## src/rtl/fcal_pkg.sv

```systemverilog
package fcal_pkg;
  typedef enum logic [1:0] {
    WIN_IDLE = 2'd0,
    WIN_MEAS = 2'd1,
    WIN_LOCK = 2'd2
  } win_state_t;
endpackage

```

## src/rtl/fcal_window.sv

```systemverilog
module fcal_window
  import fcal_pkg::*;
#(
  parameter int MIN_MS  = 58,
  parameter int MAX_MS  = 690,
  parameter int LOCK_MS = 500,
  parameter int MS_W    = 10
) (
  input  logic            clk,
  input  logic            rst_n,
  input  logic            start_req,
  input  logic            stop_req,
  input  logic            ms_tick,
  input  logic            pwr_down,
  output logic            meas,
  output logic            clr,
  output logic            load,
  output logic            ok_q,
  output logic            drop_q,
  output logic [MS_W-1:0] ms_cnt
);
  localparam logic [MS_W-1:0] MIN_V  = MS_W'(MIN_MS);
  localparam logic [MS_W-1:0] MAX_V  = MS_W'(MAX_MS);
  localparam logic [MS_W-1:0] LOCK_V = MS_W'(LOCK_MS);

  win_state_t      st_q, st_nx;
  logic [MS_W-1:0] ms_q, ms_nx, ms_inc;
  logic            ok_nx, drop_nx;

  assign ms_inc = ms_q + MS_W'(ms_tick);

  always_comb begin
    st_nx   = st_q;
    ms_nx   = ms_q;
    ok_nx   = 1'b0;
    drop_nx = 1'b0;
    clr     = 1'b0;
    load    = 1'b0;
    case (st_q)
      WIN_IDLE: begin
        if (start_req) begin
          if (pwr_down) begin
            drop_nx = 1'b1;
          end else begin
            st_nx = WIN_MEAS;
            ms_nx = '0;
            clr   = 1'b1;
          end
        end
      end
      WIN_MEAS: begin
        if (pwr_down) begin
          drop_nx = 1'b1;
          st_nx   = WIN_LOCK;
          ms_nx   = '0;
        end else if (stop_req) begin
          if (ms_inc >= MIN_V && ms_inc <= MAX_V) begin
            ok_nx = 1'b1;
            load  = 1'b1;
          end else begin
            drop_nx = 1'b1;
          end
          st_nx = WIN_LOCK;
          ms_nx = '0;
        end else if (ms_inc > MAX_V) begin
          drop_nx = 1'b1;
          st_nx   = WIN_LOCK;
          ms_nx   = '0;
        end else begin
          ms_nx = ms_inc;
        end
      end
      WIN_LOCK: begin
        drop_nx = start_req;
        if (ms_inc >= LOCK_V) begin
          st_nx = WIN_IDLE;
          ms_nx = '0;
        end else begin
          ms_nx = ms_inc;
        end
      end
      default: st_nx = WIN_IDLE;
    endcase
  end

  always_ff @(posedge clk or negedge rst_n) begin
    if (!rst_n) begin
      st_q   <= WIN_IDLE;
      ms_q   <= '0;
      ok_q   <= 1'b0;
      drop_q <= 1'b0;
    end else begin
      st_q   <= st_nx;
      ms_q   <= ms_nx;
      ok_q   <= ok_nx;
      drop_q <= drop_nx;
    end
  end

  assign meas   = (st_q == WIN_MEAS);
  assign ms_cnt = ms_q;
endmodule

```

## src/rtl/fcal_meter.sv

```systemverilog
module fcal_meter #(
  parameter int CNT_W = 20
) (
  input  logic             clk,
  input  logic             rst_n,
  input  logic             clr,
  input  logic             meas,
  input  logic             osc_en,
  output logic [CNT_W-1:0] cnt_fin
);
  logic [CNT_W-1:0] cnt_q, cnt_nx;

  always_comb begin
    cnt_nx = cnt_q;
    if (clr)                 cnt_nx = '0;
    else if (meas && osc_en) cnt_nx = cnt_q + 1'b1;
  end

  always_ff @(posedge clk or negedge rst_n) begin
    if (!rst_n) cnt_q <= '0;
    else        cnt_q <= cnt_nx;
  end

  assign cnt_fin = cnt_q + CNT_W'(osc_en);
endmodule

```

## src/rtl/fcal_frame.sv

```systemverilog
module fcal_frame #(
  parameter int DIV_W   = 16,
  parameter int SHIFT   = 4,
  parameter int DEF_DIV = 64
) (
  input  logic                   clk,
  input  logic                   rst_n,
  input  logic                   load,
  input  logic [DIV_W+SHIFT-1:0] cnt_fin,
  input  logic                   osc_en,
  input  logic                   pwr_down,
  output logic [DIV_W-1:0]       divider,
  output logic                   frame_tick
);
  localparam logic [DIV_W-1:0] DEF_V = DIV_W'(DEF_DIV);

  logic [DIV_W-1:0] div_q, div_nx, div_calc, fc_q, fc_nx;
  logic             hit;

  assign div_calc = DIV_W'(cnt_fin >> SHIFT);

  always_comb begin
    div_nx = div_q;
    if (load) div_nx = (div_calc == '0) ? DIV_W'(1) : div_calc;
  end

  assign hit = osc_en && !pwr_down && (fc_q >= div_q - 1'b1);

  always_comb begin
    fc_nx = fc_q;
    if (pwr_down)    fc_nx = '0;
    else if (hit)    fc_nx = '0;
    else if (osc_en) fc_nx = fc_q + 1'b1;
  end

  always_ff @(posedge clk or negedge rst_n) begin
    if (!rst_n) begin
      div_q      <= DEF_V;
      fc_q       <= '0;
      frame_tick <= 1'b0;
    end else begin
      div_q      <= div_nx;
      fc_q       <= fc_nx;
      frame_tick <= hit;
    end
  end

  assign divider = div_q;
endmodule

```

## src/rtl/fcal_ctrl.sv

```systemverilog
module fcal_ctrl #(
  parameter int MIN_MS  = 58,
  parameter int MAX_MS  = 690,
  parameter int LOCK_MS = 500,
  parameter int DIV_W   = 16,
  parameter int SHIFT   = 4,
  parameter int DEF_DIV = 64
) (
  input  logic             clk,
  input  logic             rst_n,
  input  logic             start_req,
  input  logic             stop_req,
  input  logic             ms_tick,
  input  logic             osc_en,
  input  logic             pwr_down,
  output logic [DIV_W-1:0] divider,
  output logic             frame_tick,
  output logic             cal_ok,
  output logic             cal_drop
);
  localparam int CNT_W  = DIV_W + SHIFT;
  localparam int MS_TOP = (MAX_MS + 1 > LOCK_MS) ? MAX_MS + 1 : LOCK_MS;
  localparam int MS_W   = $clog2(MS_TOP + 1);

  logic             meas, clr, load;
  logic [MS_W-1:0]  ms_cnt;
  logic [CNT_W-1:0] cnt_fin;

  fcal_window #(
    .MIN_MS(MIN_MS), .MAX_MS(MAX_MS), .LOCK_MS(LOCK_MS), .MS_W(MS_W)
  ) u_win (
    .clk(clk), .rst_n(rst_n), .start_req(start_req), .stop_req(stop_req),
    .ms_tick(ms_tick), .pwr_down(pwr_down), .meas(meas), .clr(clr),
    .load(load), .ok_q(cal_ok), .drop_q(cal_drop), .ms_cnt(ms_cnt)
  );

  fcal_meter #(.CNT_W(CNT_W)) u_meter (
    .clk(clk), .rst_n(rst_n), .clr(clr), .meas(meas), .osc_en(osc_en),
    .cnt_fin(cnt_fin)
  );

  fcal_frame #(.DIV_W(DIV_W), .SHIFT(SHIFT), .DEF_DIV(DEF_DIV)) u_frame (
    .clk(clk), .rst_n(rst_n), .load(load), .cnt_fin(cnt_fin),
    .osc_en(osc_en), .pwr_down(pwr_down), .divider(divider),
    .frame_tick(frame_tick)
  );
endmodule

```

## config.mk

```make
export PLATFORM = sky130hd
export DESIGN_NAME = fcal_ctrl
export DESIGN_NICKNAME = d
export VERILOG_FILES = /design/src/rtl/fcal_pkg.sv /design/src/rtl/fcal_window.sv /design/src/rtl/fcal_meter.sv /design/src/rtl/fcal_frame.sv /design/src/rtl/fcal_ctrl.sv
export SDC_FILE = /design/constraint.sdc
export NUM_CORES = 1
export LEC_CHECK = 0
export BUFFER_PORTS_ARGS = -buffer_cell sky130_fd_sc_hd__buf_2
export CAP_MARGIN = 40
export CORE_ASPECT_RATIO = 0.6
export CORE_MARGIN = 2
export CORE_UTILIZATION = 54
export DETAILED_ROUTE_END_ITERATION = 8
export GPL_TIMING_DRIVEN = 1
export PLACE_DENSITY_LB_ADDON = 0.15
export SYNTH_ARGS = -nofsm -noshare
export SYNTH_HDL_FRONTEND = slang
export SYNTH_SLANG_ARGS = --single-unit
```

## constraint.sdc

```tcl
create_clock -name clk -period 10.7 [get_ports clk]
set_input_delay 0 -clock clk [delete_from_list [all_inputs] [get_ports clk]]
set_output_delay 0 -clock clk [all_outputs]
set_load 0.05 [all_outputs]
```

# Word level (Yosys, flattened, before mapping)
# Index checks and enable logic that the tools add are counted.
# totals
ff_bits	67
in_bits	7
out_inout_bits	19
# classes
n_addsub	5
n_lt_le_gt_ge	5
eq_ne	6
mux	34
reduce_logical	12
# op_table
op	n
$mux W16	4
$mux W10	6
$mux W20	2
$pmux W10 S3	1
$add A20 B1 Y20	1
$add A20 B1 Y20 const B	1
$add A16 B1 Y16 const B	1
$ge A16 B16 Y1	1
$logic_not A16 Y1	1
$sub A16 B1 Y16 const B	1
$mux W1	13
$mux W2	6
$add A10 B1 Y10	1
$ge A10 B6 Y1 const B	1
$ge A10 B9 Y1 const B	1
$gt A10 B10 Y1 const B	1
$le A10 B10 Y1 const B	1
$pmux W2 S3	1
$reduce_bool A3 Y1	2
$logic_and A1 B1 Y1	4
$ne A2 B2 Y1 const B	2
$ne A4 B4 Y1 const B	1
$reduce_and A4 Y1	1
$pmux W1 S3	1
other kinds (7)	7

# Depth between registers and ports, before layout
# Gate-level depths: netlist (run 1).
# depth
depth_word	7
ltp_mapped	15
depth_no_buf	14

# By module
# Synthesis (run 1) repeated with hierarchy kept, for this count alone.
# hier_totals
cells_unflattened	522
hier_area_um2	4829.6
# modules_own_cells
module	n_inst	cells_per_inst	area_each_um2
fcal_frame	1	221	2119.5
fcal_meter	1	156	1400.1
fcal_window	1	145	1310.0

# Least setup slack after synthesis (run 1)
# Ideal clock, no wire load.
# synth_path
path_kind	reg-to-reg
startpoint	register u_frame.div_q[5] (netlist: u_frame.divider[5])
endpoint	register u_frame.fc_q[11]
setup_time_ns	0.116
t_arrival_ns	3.695
slack_ns	6.890
path_stages_with_launch	15
n_path_buf	1
cell_sequence	dfrtp_1 -> or4_1 -> nor4_1 -> nand2_1 -> or2_2 -> nor4_1 -> xnor2_1 -> ha_1 -> a21o_1 -> a21o_1 -> a21oi_1 -> o211a_1 -> clkbuf_1 -> nand3_1 -> o311ai_0
# synth_via
elab_chain_cells	5
# synth_rtl
item	line_no	source
start, declared	fcal_frame.sv:17	logic [DIV_W-1:0] div_q, div_nx, div_calc, fc_q, fc_nx;
start signal, assigned	fcal_frame.sv:42	div_q <= div_nx;
$sub A16 B1 Y16 *	fcal_frame.sv:27	assign hit = osc_en && !pwr_down && (fc_q >= div_q - 1'b1);
$ge A16 B16 Y1 *	fcal_frame.sv:27	
$logic_and A1 B1 Y1 *	fcal_frame.sv:27	
$mux W16	fcal_frame.sv:32	else if (hit) fc_nx = '0;
$mux W16	fcal_frame.sv:31	if (pwr_down) fc_nx = '0;
end signal, assigned	fcal_frame.sv:43	fc_q <= fc_nx;
end, declared	fcal_frame.sv:17	
# Every way passes the cells marked *; elsewhere a longest branch is shown, timed or not.
# A chain may end at the register's enable or synchronous reset.

# Worst setup path after layout (run 1)
# layout_path
startpoint	register u_frame.div_q[4] (netlist: u_frame.divider[4])
endpoint	register u_frame.fc_q[11]
# The elaborated chain is that of the path after synthesis.

==> flow_metrics.py, run 1 <==
metrics = {
    "synthesis": {
        "ys.flop_type": "dfrtp_1",
        "yosysUniqueCellTypes": 62,
        "synth.most_common_cell": "nand2_1",
        "ys_top_cells_by_count": "nand2_1, dfrtp_1, nor2_1, nand3_1, xnor2_1",
        "synthCells": 549,
        "synth_nets": 581,
        "yosysTopAreaCellShare_pct": 34.5,
        "seq_area_frac_synth_pct": 35.0,
        "synth_area_leader_cell": "dfrtp_1",
        "syn_area_um2": 4790,
        "ys_warn_count": 0,
        "synthArstFlopShare_pct": 100,
        "ys_ff_latch": 67,
        "synth_edf_count": 0,
        "synth_area_per_cell_um2": 8.73,
        "synth_area_leaders": "dfrtp_1, ha_1, xnor2_1",
    },
    "cts": {
        "clkLatencyLatePin_ps": 340,
        "root_buffer": "clkbuf_16",
        "numCtsBuffers": 9,
        "path_clk_slew_ps": 50,
        "cts_tree": "done",
        "clockBufferDepth": 2,
        "h-tree-depth": 3,
        "cts_num_sinks": 67,
        "cts-resized-gates": 0,
    },
    "critical_path": {
        "critical_path_class": "flop to flop",
        "ff2ff_path_depth": 13,
        "worstPathRequired_ps": 10920,
        "start_kind": "flop",
        "crit_arrival_ps": 4090,
        "worst-path-max-fanout": 10,
        "critPathCaptureType": "flop",
    },
    "min_path": {
        "min_delay_path_depth": 4,
        "min_path_type": "primary input to flop",
    },
    "timing": {
        "slew_violations": 0,
        "fin_tns_setup_ps": 0,
        "hold_viol": 0,
        "max_freq_mhz": 258,
        "timing.final.crit_share_pct": 36.2,
        "setup_slack_ps": 6820,
        "slew_headroom_pct": 48.0,
        "setup_viol": 0,
        "period_needed_ps": 3880,
        "worst_pin_slew_ps": 775,
        "rsz0062_at_grt": "no",
        "skew_ps": 6.48,
        "whs_ps": 86.8,
    },
    "final_layout": {
        "drive_above_1_share_pct": 12.6,
        "area_delta_synth_final_pct": 9.40,
        "seq_area_um2": 1680,
        "diodes": 0,
        "n_fill_cell": 734,
        "multiInputGateArea_um2": 2880,
        "num-nets-final": 591,
        "utilization_pct": 61.3,
    },
    "floorplanning": {
        "die_area_um2": 9670,
        "ios": 26,
        "initial_core_util_pct": 56.0,
        "num_rows": 26,
        "coreArea_um2": 8560,
        "die_w_um": 126,
        "dieHeight_um": 77.0,
    },
    "drt": {
        "drt_pre_antenna_iters": 5,
        "vias": 4085,
        "routed_wl_um": 11000,
        "wl_per_cell_um": 16.3,
        "drt_iter0_drc": 324,
        "drc": 0,
        "vias_per_cell": 6.04,
        "postRouteAntennaNets": 0,
    },
    "pwr": {
        "p_leak_nw": 2.38,
        "switchingPower_uw": 195,
        "powerDensity_nw_per_um2": 130,
        "total_power_uw": 684,
        "clock_power_share_pct": 42.7,
        "pwr-share-seq_pct": 40.2,
        "intPower_uw": 488,
        "combPwrFrac_pct": 17.1,
        "p_sw_share_pct": 28.5,
        "ir_drop_mv": 0.110,
    },
    "placed_design": {
        "gp_congestion": 0.915,
        "hpwlAfterDp_um": 8100,
        "io_buffers": 25,
        "dp_slack_ps": 6790,
    },
    "global_route": {
        "grt_use_total_pct": 24.1,
        "grtUsageMet1_pct": 35.2,
        "busiest_layer": "met2",
        "use_met3_pct": 5.58,
        "antenna_found_initial": 0,
        "grt_pass1_vias": 3779,
        "grt_overflow": 0,
        "grt_max_degree": 43,
        "grt_pass1_wl_um": 18700,
        "met2_usage_pct": 35.2,
    },
    "status": {
        "status": "finished clean",
    },
    "job": {
        "max_cap_viol_count": 0,
    },
}
metal layers:
| layer | routed length [µm] | vias up | part of all wire [%] |
|---|---|---|---|
| met5 | 0 | - | 0 |
| met3 | 690 | 11 | 6.3 |
| met2 | 4820 | 125 | 44 |
| li1 | - | 1979 | - |
| met1 | 5410 | 1970 | 49 |
| met4 | 116 | 0 | 1.1 |
layout by cell type (no fill, tap or decap), types with 10 or more instances in the layout:
cell	n
nand2_1	73
dfrtp_1	66
nor2_1	46
xnor2_1	32
nand3_1	32
ha_1	25
buf_2	25
o21ai_0	23
xor2_1	22
inv_1	18
a21oi_1	18
nor3_1	15
nand4_1	11
o311ai_0	10
cell type report:
cell class | instances | area share [%]
flip-flops and latches | 67 | 32.0
inverters | 18 | 1.29
clock inverters | 2 | 0.668
repair buffers | 31 | 3.58
clock buffers | 14 | 4.84
multi-input cells | 432 | 54.9
well taps | 112 | 2.67
critical path, cell delays in order (launching register included):
cell and delay, ps:
dfrtp_1 420, or4_1 580, nor4_1 270, nand2_1 130
or2_2 330, nor4_1 240, xnor2_1 170, ha_1 260
a21o_1 160, a21o_1 170, a21oi_1 220, o211ai_1 230
buf_4 240, o311ai_0 330
power groups by stage:
stage,logic (mW),clock network (mW),registers [mW]
4_1_cts,0.116,0.297,0.275
5_1_grt,0.130,0.310,0.277
2_1_floorplan,0.0763,0,0.284
6_report,0.117,0.292,0.275
3_5_place_dp,0.115,0,0.279
3_3_place_gp,0.110,0,0.279
what timing repair did:
action	CTS	global route
setup buffers	0	0
endpoints found under the hold margin	26	0
hold buffers	2	0
through the flow:
| step | cells | cell area (µm²) |
|---|---|---|
| floorplan | 549 | 4790 |
| global placement | 655 | 4900 |
| detailed placement | 658 | 4930 |
| CTS | 676 | 5240 |
| global route | 676 | 5240 |
| finish | 676 | 5240 |
sequential cells by signal, indices dropped and copies added, names as in the netlist:
register	flops
u_frame.frame_tick	1
u_win.ok_q	1
u_win.ms_cnt	10
u_win.st_q	2
u_meter.cnt_q	20
u_win.drop_q	1
u_frame.fc_q	16
u_frame.divider	16
cell families after synthesis:
kind of cell	synth area share, %
adders and majority gates	6.53
and+or+nand+nor	24.2
xor gates and xnor gates	9.87
DFF	35.0
muxes	5.43
AOI/OAI and AO/OA	14.1
buffers and inverters	4.88
final timing paths:
check,slack (ps),to,startpoint
setup / recovery,6820,u_frame.fc_q[11]$_DFFE_PN0P_,u_frame.divider[4]$_DFFE_PN0P_
hold / removal,90,u_win.ms_cnt[0]$_DFFE_PN0P_,ms_tick
setup reg to reg,6820,u_frame.fc_q[11]$_DFFE_PN0P_,u_frame.divider[4]$_DFFE_PN0P_
hold reg to reg,480,u_win.ms_cnt[0]$_DFFE_PN0P_,u_win.ms_cnt[0]$_DFFE_PN0P_
max in group asynchronous,9920,u_frame.divider[6]$_DFFE_PN1P_,rst_n
min in group asynchronous,190,u_win.ms_cnt[1]$_DFFE_PN0P_,rst_n
Power figures use the tool's default switching activity.
==> run 2: changes to the inputs <==
==> constraint.sdc (replaced) <==
create_clock -name clk -period 4.01 [get_ports clk]
set_input_delay 0 -clock clk [delete_from_list [all_inputs] [get_ports clk]]
set_output_delay 0 -clock clk [all_outputs]
set_load 0.05 [all_outputs]
==> run 2 against run 1 <==
Against the previous run:
- register-to-register slack got worse by 6600 ps
- clock skew barely moved
- count of clock-buffer cells in the layout fell by 1
- worst hold slack improved by 8.8 ps
- highest routed layer unchanged
- routed wire length rose by 1.4%
- critical path type unchanged
- sequential cell count did not move
- combinational power rose to 2.7 times the previous value
- design area rose by 0.52%
==> flow_metrics.py, run 2 (synthesis results as in run 1) <==
metrics = {
    "timing": {
        "worst_pin_slew_ps": 885,
        "slew_headroom_pct": 40.8,
        "timing.final.crit_share_pct": 93.4,
        "period_needed_ps": 3750,
        "whs_ps": 95.5,
        "slew_violations": 0,
        "max_freq_mhz": 267,
        "skew_ps": 6.05,
        "setup_slack_ps": 264,
        "fin_tns_setup_ps": 0,
        "setup_viol": 0,
        "hold_viol": 0,
    },
    "drt": {
        "postRouteAntennaNets": 0,
        "drc": 0,
        "wl_per_cell_um": 16.6,
        "vias": 4059,
        "routed_wl_um": 11200,
        "vias_per_cell": 6.00,
        "drt_pre_antenna_iters": 5,
        "drt_iter0_drc": 248,
    },
    "cts": {
        "path_clk_slew_ps": 60,
        "clockBufferDepth": 2,
        "cts_setup_buffers": 0,
        "numCtsBuffers": 9,
        "clkLatencyLatePin_ps": 330,
        "cts_num_sinks": 67,
        "h-tree-depth": 3,
        "root_buffer": "clkbuf_16",
        "cts_tree": "done",
    },
    "min_path": {
        "hold_end": "u_win.ms_cnt[0]$_DFFE_PN0P_",
        "min_delay_path_depth": 4,
        "hp-start": "ms_tick",
        "min_path_type": "primary input to flop",
    },
    "pwr": {
        "p_leak_nw": 2.39,
        "powerDensity_nw_per_um2": 351,
        "ir_drop_mv": 0.261,
    },
    "critical_path": {
        "worstPathRequired_ps": 4210,
        "timing.rr.end": "u_frame.fc_q[10]$_DFFE_PN0P_",
        "ff2ff_path_depth": 13,
        "crit_arrival_ps": 3950,
        "critPathCaptureType": "flop",
        "r2r_slack_ps": 260,
        "start_kind": "flop",
        "worst-path-max-fanout": 14,
        "critical_path_class": "flop to flop",
        "reg2reg_from": "u_frame.divider[5]$_DFFE_PN0P_",
    },
    "placed_design": {
        "hpwlAfterDp_um": 8280,
        "gp_congestion": 0.905,
        "io_buffers": 25,
        "dp_slack_ps": 229,
    },
    "floorplanning": {
        "coreArea_um2": 8560,
        "num_rows": 26,
        "die_w_um": 126,
        "die_area_um2": 9670,
        "initial_core_util_pct": 56.0,
        "dieHeight_um": 77.0,
        "ios": 26,
    },
    "global_route": {
        "grt_pass1_wl_um": 18800,
        "grt_overflow": 0,
        "grt_max_degree": 24,
        "grt_use_total_pct": 23.8,
        "grt_pass1_vias": 3793,
        "antenna_found_initial": 0,
    },
    "final_layout": {
        "drive_above_1_share_pct": 13.1,
        "largest_reg_flops": 20,
        "num-nets-final": 592,
        "area_delta_synth_final_pct": 9.97,
        "final_common_cell": "nand2_1",
        "layout_common_cells": "nand2_1, dfrtp_1, nor2_1, xnor2_1, nand3_1",
        "regMostFlops": "u_meter.cnt_q",
        "diodes": 0,
    },
    "job": {
        "max_cap_viol_count": 0,
    },
    "status": {
        "status": "finished clean",
    },
}
[run 2: cell types whose count changed in the layout (fill, tap and decap cells not counted)]
cell | before | now
buf_16 | 0 | 1
buf_4 | 3 | 4
nor4_1 | 6 | 5
nor4_2 | 0 | 1
buf_12 | 1 | 0
clkbuf_8 | 1 | 2
clkbuf_1 | 4 | 2
[run 2: per-stage QoR]
stage / power [mW] / utilization (%) / instances / area, µm²
2_1_floorplan: 0.962 / - / 549 / 4790
3_3_place_gp: 1.04 / 57.5 / 658 / 4920
3_5_place_dp: 1.06 / 57.8 / 659 / 4950
4_1_cts: 1.86 / 61.5 / 676 / 5260
5_1_grt: 1.93 / 61.6 / 676 / 5270
6_report: 1.85 / 61.6 / 676 / 5270
[run 2: worst max-delay path, stage by stage (launching register included)]
cell and delay [ps]:
dfrtp_1 410, or4_1 630, nor4_2 210, nand2_1 120, or2_2 310, nor4_1 230
xnor2_1 160, ha_1 260, a21o_1 160, a21o_1 160, a21oi_1 240, o211ai_1 130
buf_4 210, o311ai_0 380
[run 2: cell type report]
class / count / area (µm²)
repair buffers: 32 / 203
well taps: 112 / 140
clock buffers: 13 / 260
clock inverters: 2 / 35.0
multi-input cells: 432 / 2890
inverters: 18 / 67.6
flip-flops and latches: 67 / 1680
fillers: 743 / 3290
[run 2: where the power goes]
| group | internal (mW) | switching, mW |
|---|---|---|
| clock | 0.511 | 0.287 |
| sequential | 0.705 | 0.0290 |
| combinational | 0.104 | 0.211 |
[run 2: routing by layer]
layer / part of all wire (%) / wire, µm / GRT usage (%)
met3: 5.7 / 636 / 4.75
met4: 0.84 / 94 / 6.56
met5: 0 / 0 / 0
met2: 43 / 4780 / 35.6
met1: 51 / 5680 / 35.3
[run 2: how the worst max path moves through the flow]
stage / cells past startpoint / slack (ps) / from / endpoint
finish: 13 / 260 / u_frame.divider[5]$_DFFE_PN0P_ / u_frame.fc_q[10]$_DFFE_PN0P_
global route: 13 / -7 / u_frame.divider[4]$_DFFE_PN0P_ / u_frame.fc_q[10]$_DFFE_PN0P_
CTS: 13 / 180 / u_frame.divider[5]$_DFFE_PN0P_ / u_frame.fc_q[10]$_DFFE_PN0P_
detailed placement: 13 / 230 / u_frame.divider[5]$_DFFE_PN0P_ / u_frame.fc_q[10]$_DFFE_PN0P_
global placement: 13 / 420 / u_frame.divider[5]$_DFFE_PN0P_ / u_frame.fc_q[14]$_DFFE_PN0P_
floorplan: 14 / 200 / u_frame.divider[5]$_DFFE_PN0P_ / u_frame.fc_q[11]$_DFFE_PN0P_
[run 2: what timing repair did]
action	4_1_cts	5_1_grt
gates resized for setup	0	1
hold buffers	2	0
setup endpoints to repair	0	10
hold endpoints to repair	23	0
==> run 3: changes to the inputs <==
--- a/config.mk
+++ b/config.mk
@@ -9,7 +9,7 @@
 export CAP_MARGIN = 40
 export CORE_ASPECT_RATIO = 0.6
 export CORE_MARGIN = 2
-export CORE_UTILIZATION = 54
+export CORE_UTILIZATION = 35
 export DETAILED_ROUTE_END_ITERATION = 8
 export GPL_TIMING_DRIVEN = 1
 export PLACE_DENSITY_LB_ADDON = 0.15
==> run 3 against run 2 <==
Against the previous run:
- critical path depth unchanged
- clock skew increased by 0.53 ps
- via count decreased by 1.2%
- first-iteration DRC count down 31%
- global-route usage down 6.4 points
- non-clock buffer count up 1
- total power fell by 2.6%
- register-to-register slack gained 70 ps
- sequential cell count is the same
- combinational power about the same
- die area rose by 52%
- worst hold slack better by 8.5 ps
==> flow_metrics.py, run 3 (synthesis results as in run 1) <==
metrics = {
    "timing": {
        "slew_violations": 0,
        "rsz0062_at_grt": "no",
        "setup_viol": 0,
        "timing.final.crit_share_pct": 91.6,
        "skew_ps": 6.58,
        "slew_headroom_pct": 51.6,
        "worst_pin_slew_ps": 721,
        "period_needed_ps": 3670,
        "max_freq_mhz": 272,
        "hold_viol": 0,
        "fin_tns_setup_ps": 0,
    },
    "job": {
        "max_cap_viol_count": 0,
    },
    "global_route": {
        "antenna_found_initial": 0,
        "grtUsageMet1_pct": 28.5,
        "met2_usage_pct": 22.6,
        "busiest_layer": "met1",
        "grt_overflow": 0,
        "grt_pass1_wl_um": 20100,
        "grt_use_total_pct": 17.5,
        "grt_pass1_vias": 3697,
        "use_met3_pct": 3.72,
        "grt_max_degree": 47,
    },
    "critical_path": {
        "r2r_slack_ps": 340,
        "worstPathRequired_ps": 4210,
        "start_kind": "flop",
        "crit_arrival_ps": 3870,
        "critPathCaptureType": "flop",
        "reg2reg_from": "u_frame.divider[5]$_DFFE_PN0P_",
        "cp-startpoint": "u_frame.divider[5]$_DFFE_PN0P_",
        "worst-path-max-fanout": 14,
        "critical_path_class": "flop to flop",
    },
    "floorplanning": {
        "initial_core_util_pct": 35.5,
        "coreArea_um2": 13500,
        "ios": 26,
        "die_area_um2": 14700,
        "dieHeight_um": 94.6,
        "num_rows": 33,
        "die_w_um": 155,
    },
    "final_layout": {
        "drive_above_1_share_pct": 14.1,
        "final_common_cell": "nand2_1",
        "instances_no_fill": 741,
        "regMostFlops": "u_meter.cnt_q",
        "diodes": 0,
        "utilization_pct": 39.5,
        "area_delta_synth_final_pct": 11.3,
        "num-nets-final": 593,
        "layout_common_cells": "nand2_1, dfrtp_1, nor2_1, xnor2_1, nand3_1",
        "largest_reg_flops": 20,
    },
    "cts": {
        "cts_setup_buffers": 0,
        "h-tree-depth": 3,
        "cts_num_sinks": 67,
        "numCtsBuffers": 9,
        "clockBufferDepth": 2,
        "path_clk_slew_ps": 60,
        "root_buffer": "clkbuf_16",
        "cts_tree": "done",
        "clkLatencyLatePin_ps": 330,
    },
    "pwr": {
        "p_leak_nw": 2.39,
        "clock_power_share_pct": 41.8,
        "p_sw_share_pct": 30.3,
        "ir_drop_mv": 0.251,
        "pwr-share-seq_pct": 40.7,
        "combPwrFrac_pct": 17.5,
        "switchingPower_uw": 545,
        "intPower_mw": 1.26,
        "powerDensity_nw_per_um2": 337,
    },
    "min_path": {
        "min_path_type": "primary input to flop",
        "hp-start": "ms_tick",
    },
    "placed_design": {
        "dpl.cell_count": 723,
        "io_buffers": 25,
        "hpwlAfterDp_um": 8830,
        "gp_congestion": 0.861,
    },
    "drt": {
        "vias_per_cell": 5.41,
        "postRouteAntennaNets": 0,
        "drt_pre_antenna_iters": 5,
        "routed_wl_um": 12200,
        "drc": 0,
        "vias": 4011,
        "drt_iter0_drc": 170,
        "wl_per_cell_um": 16.4,
    },
    "status": {
        "status": "finished clean",
    },
}
run 3: per-stage QoR:
step | cell area, µm² | hold slack (ps) | total power, mW | setup slack, ps
after floorplan | 4790 | -296 | 0.962 | 200
after global placement | 5010 | 14.9 | 1.05 | 405
after detailed placement | 5010 | 32.9 | 1.05 | 241
after CTS | 5320 | 100 | 1.82 | 236
after global routing | 5340 | 130 | 1.89 | 28.5
final | 5340 | 104 | 1.80 | 336
run 3: worst max-delay path, cell delays in order, from the launching register on:
cell and delay, ps:
dfrtp_1 410, or4_1 610, nor4_2 220, nand2_1 120
or2_2 330, nor4_2 170, xnor2_1 160, ha_1 270
a21o_1 160, a21o_1 170, a21oi_1 220, o211ai_1 130
buf_4 210, o311ai_0 370
run 3: final timing paths:
check,to,cells after the start
min,u_win.ms_cnt[0]$_DFFE_PN0P_,4
max reg2reg,u_frame.fc_q[10]$_DFFE_PN0P_,13
max in group asynchronous,u_frame.divider[8]$_DFFE_PN0P_,3
min reg2reg,u_win.ms_cnt[9]$_DFFE_PN0P_,2
min in group asynchronous,u_win.ms_cnt[1]$_DFFE_PN0P_,2
max,u_frame.fc_q[10]$_DFFE_PN0P_,13
run 3: routing by layer:
layer  up-vias  routed length [µm]
met2        84                4610
met4         0                  91
met1      1937                6880
met5         -                   0
met3         8                 572
li1       1982                   -
run 3: final cells by class:
class                           count  area [µm²]
Inverter                           18        67.6
Tap cell                          175         219
Multi-Input combinational cell    432        2900
Clock inverter                      5        27.5
Clock buffer                       11         253
Timing Repair Buffer               33         190
Sequential cell                    67        1680
Fill cell                        1358        8170
run 3: what timing repair did:
action	4_1_cts	5_1_grt
setup endpoints to repair	0	12
resized for setup	0	3
hold buffers	2	0
hold endpoints to repair	22	0
run 3: power by group through the flow:
| stage | clock, mW | sequential [mW] | combinational, mW |
|---|---|---|---|
| final | 0.753 | 0.733 | 0.314 |
| after global placement | 0 | 0.744 | 0.310 |
| after CTS | 0.774 | 0.732 | 0.314 |
| after detailed placement | 0 | 0.744 | 0.311 |
| after floorplan | 0 | 0.758 | 0.204 |
| after global routing | 0.799 | 0.738 | 0.350 |
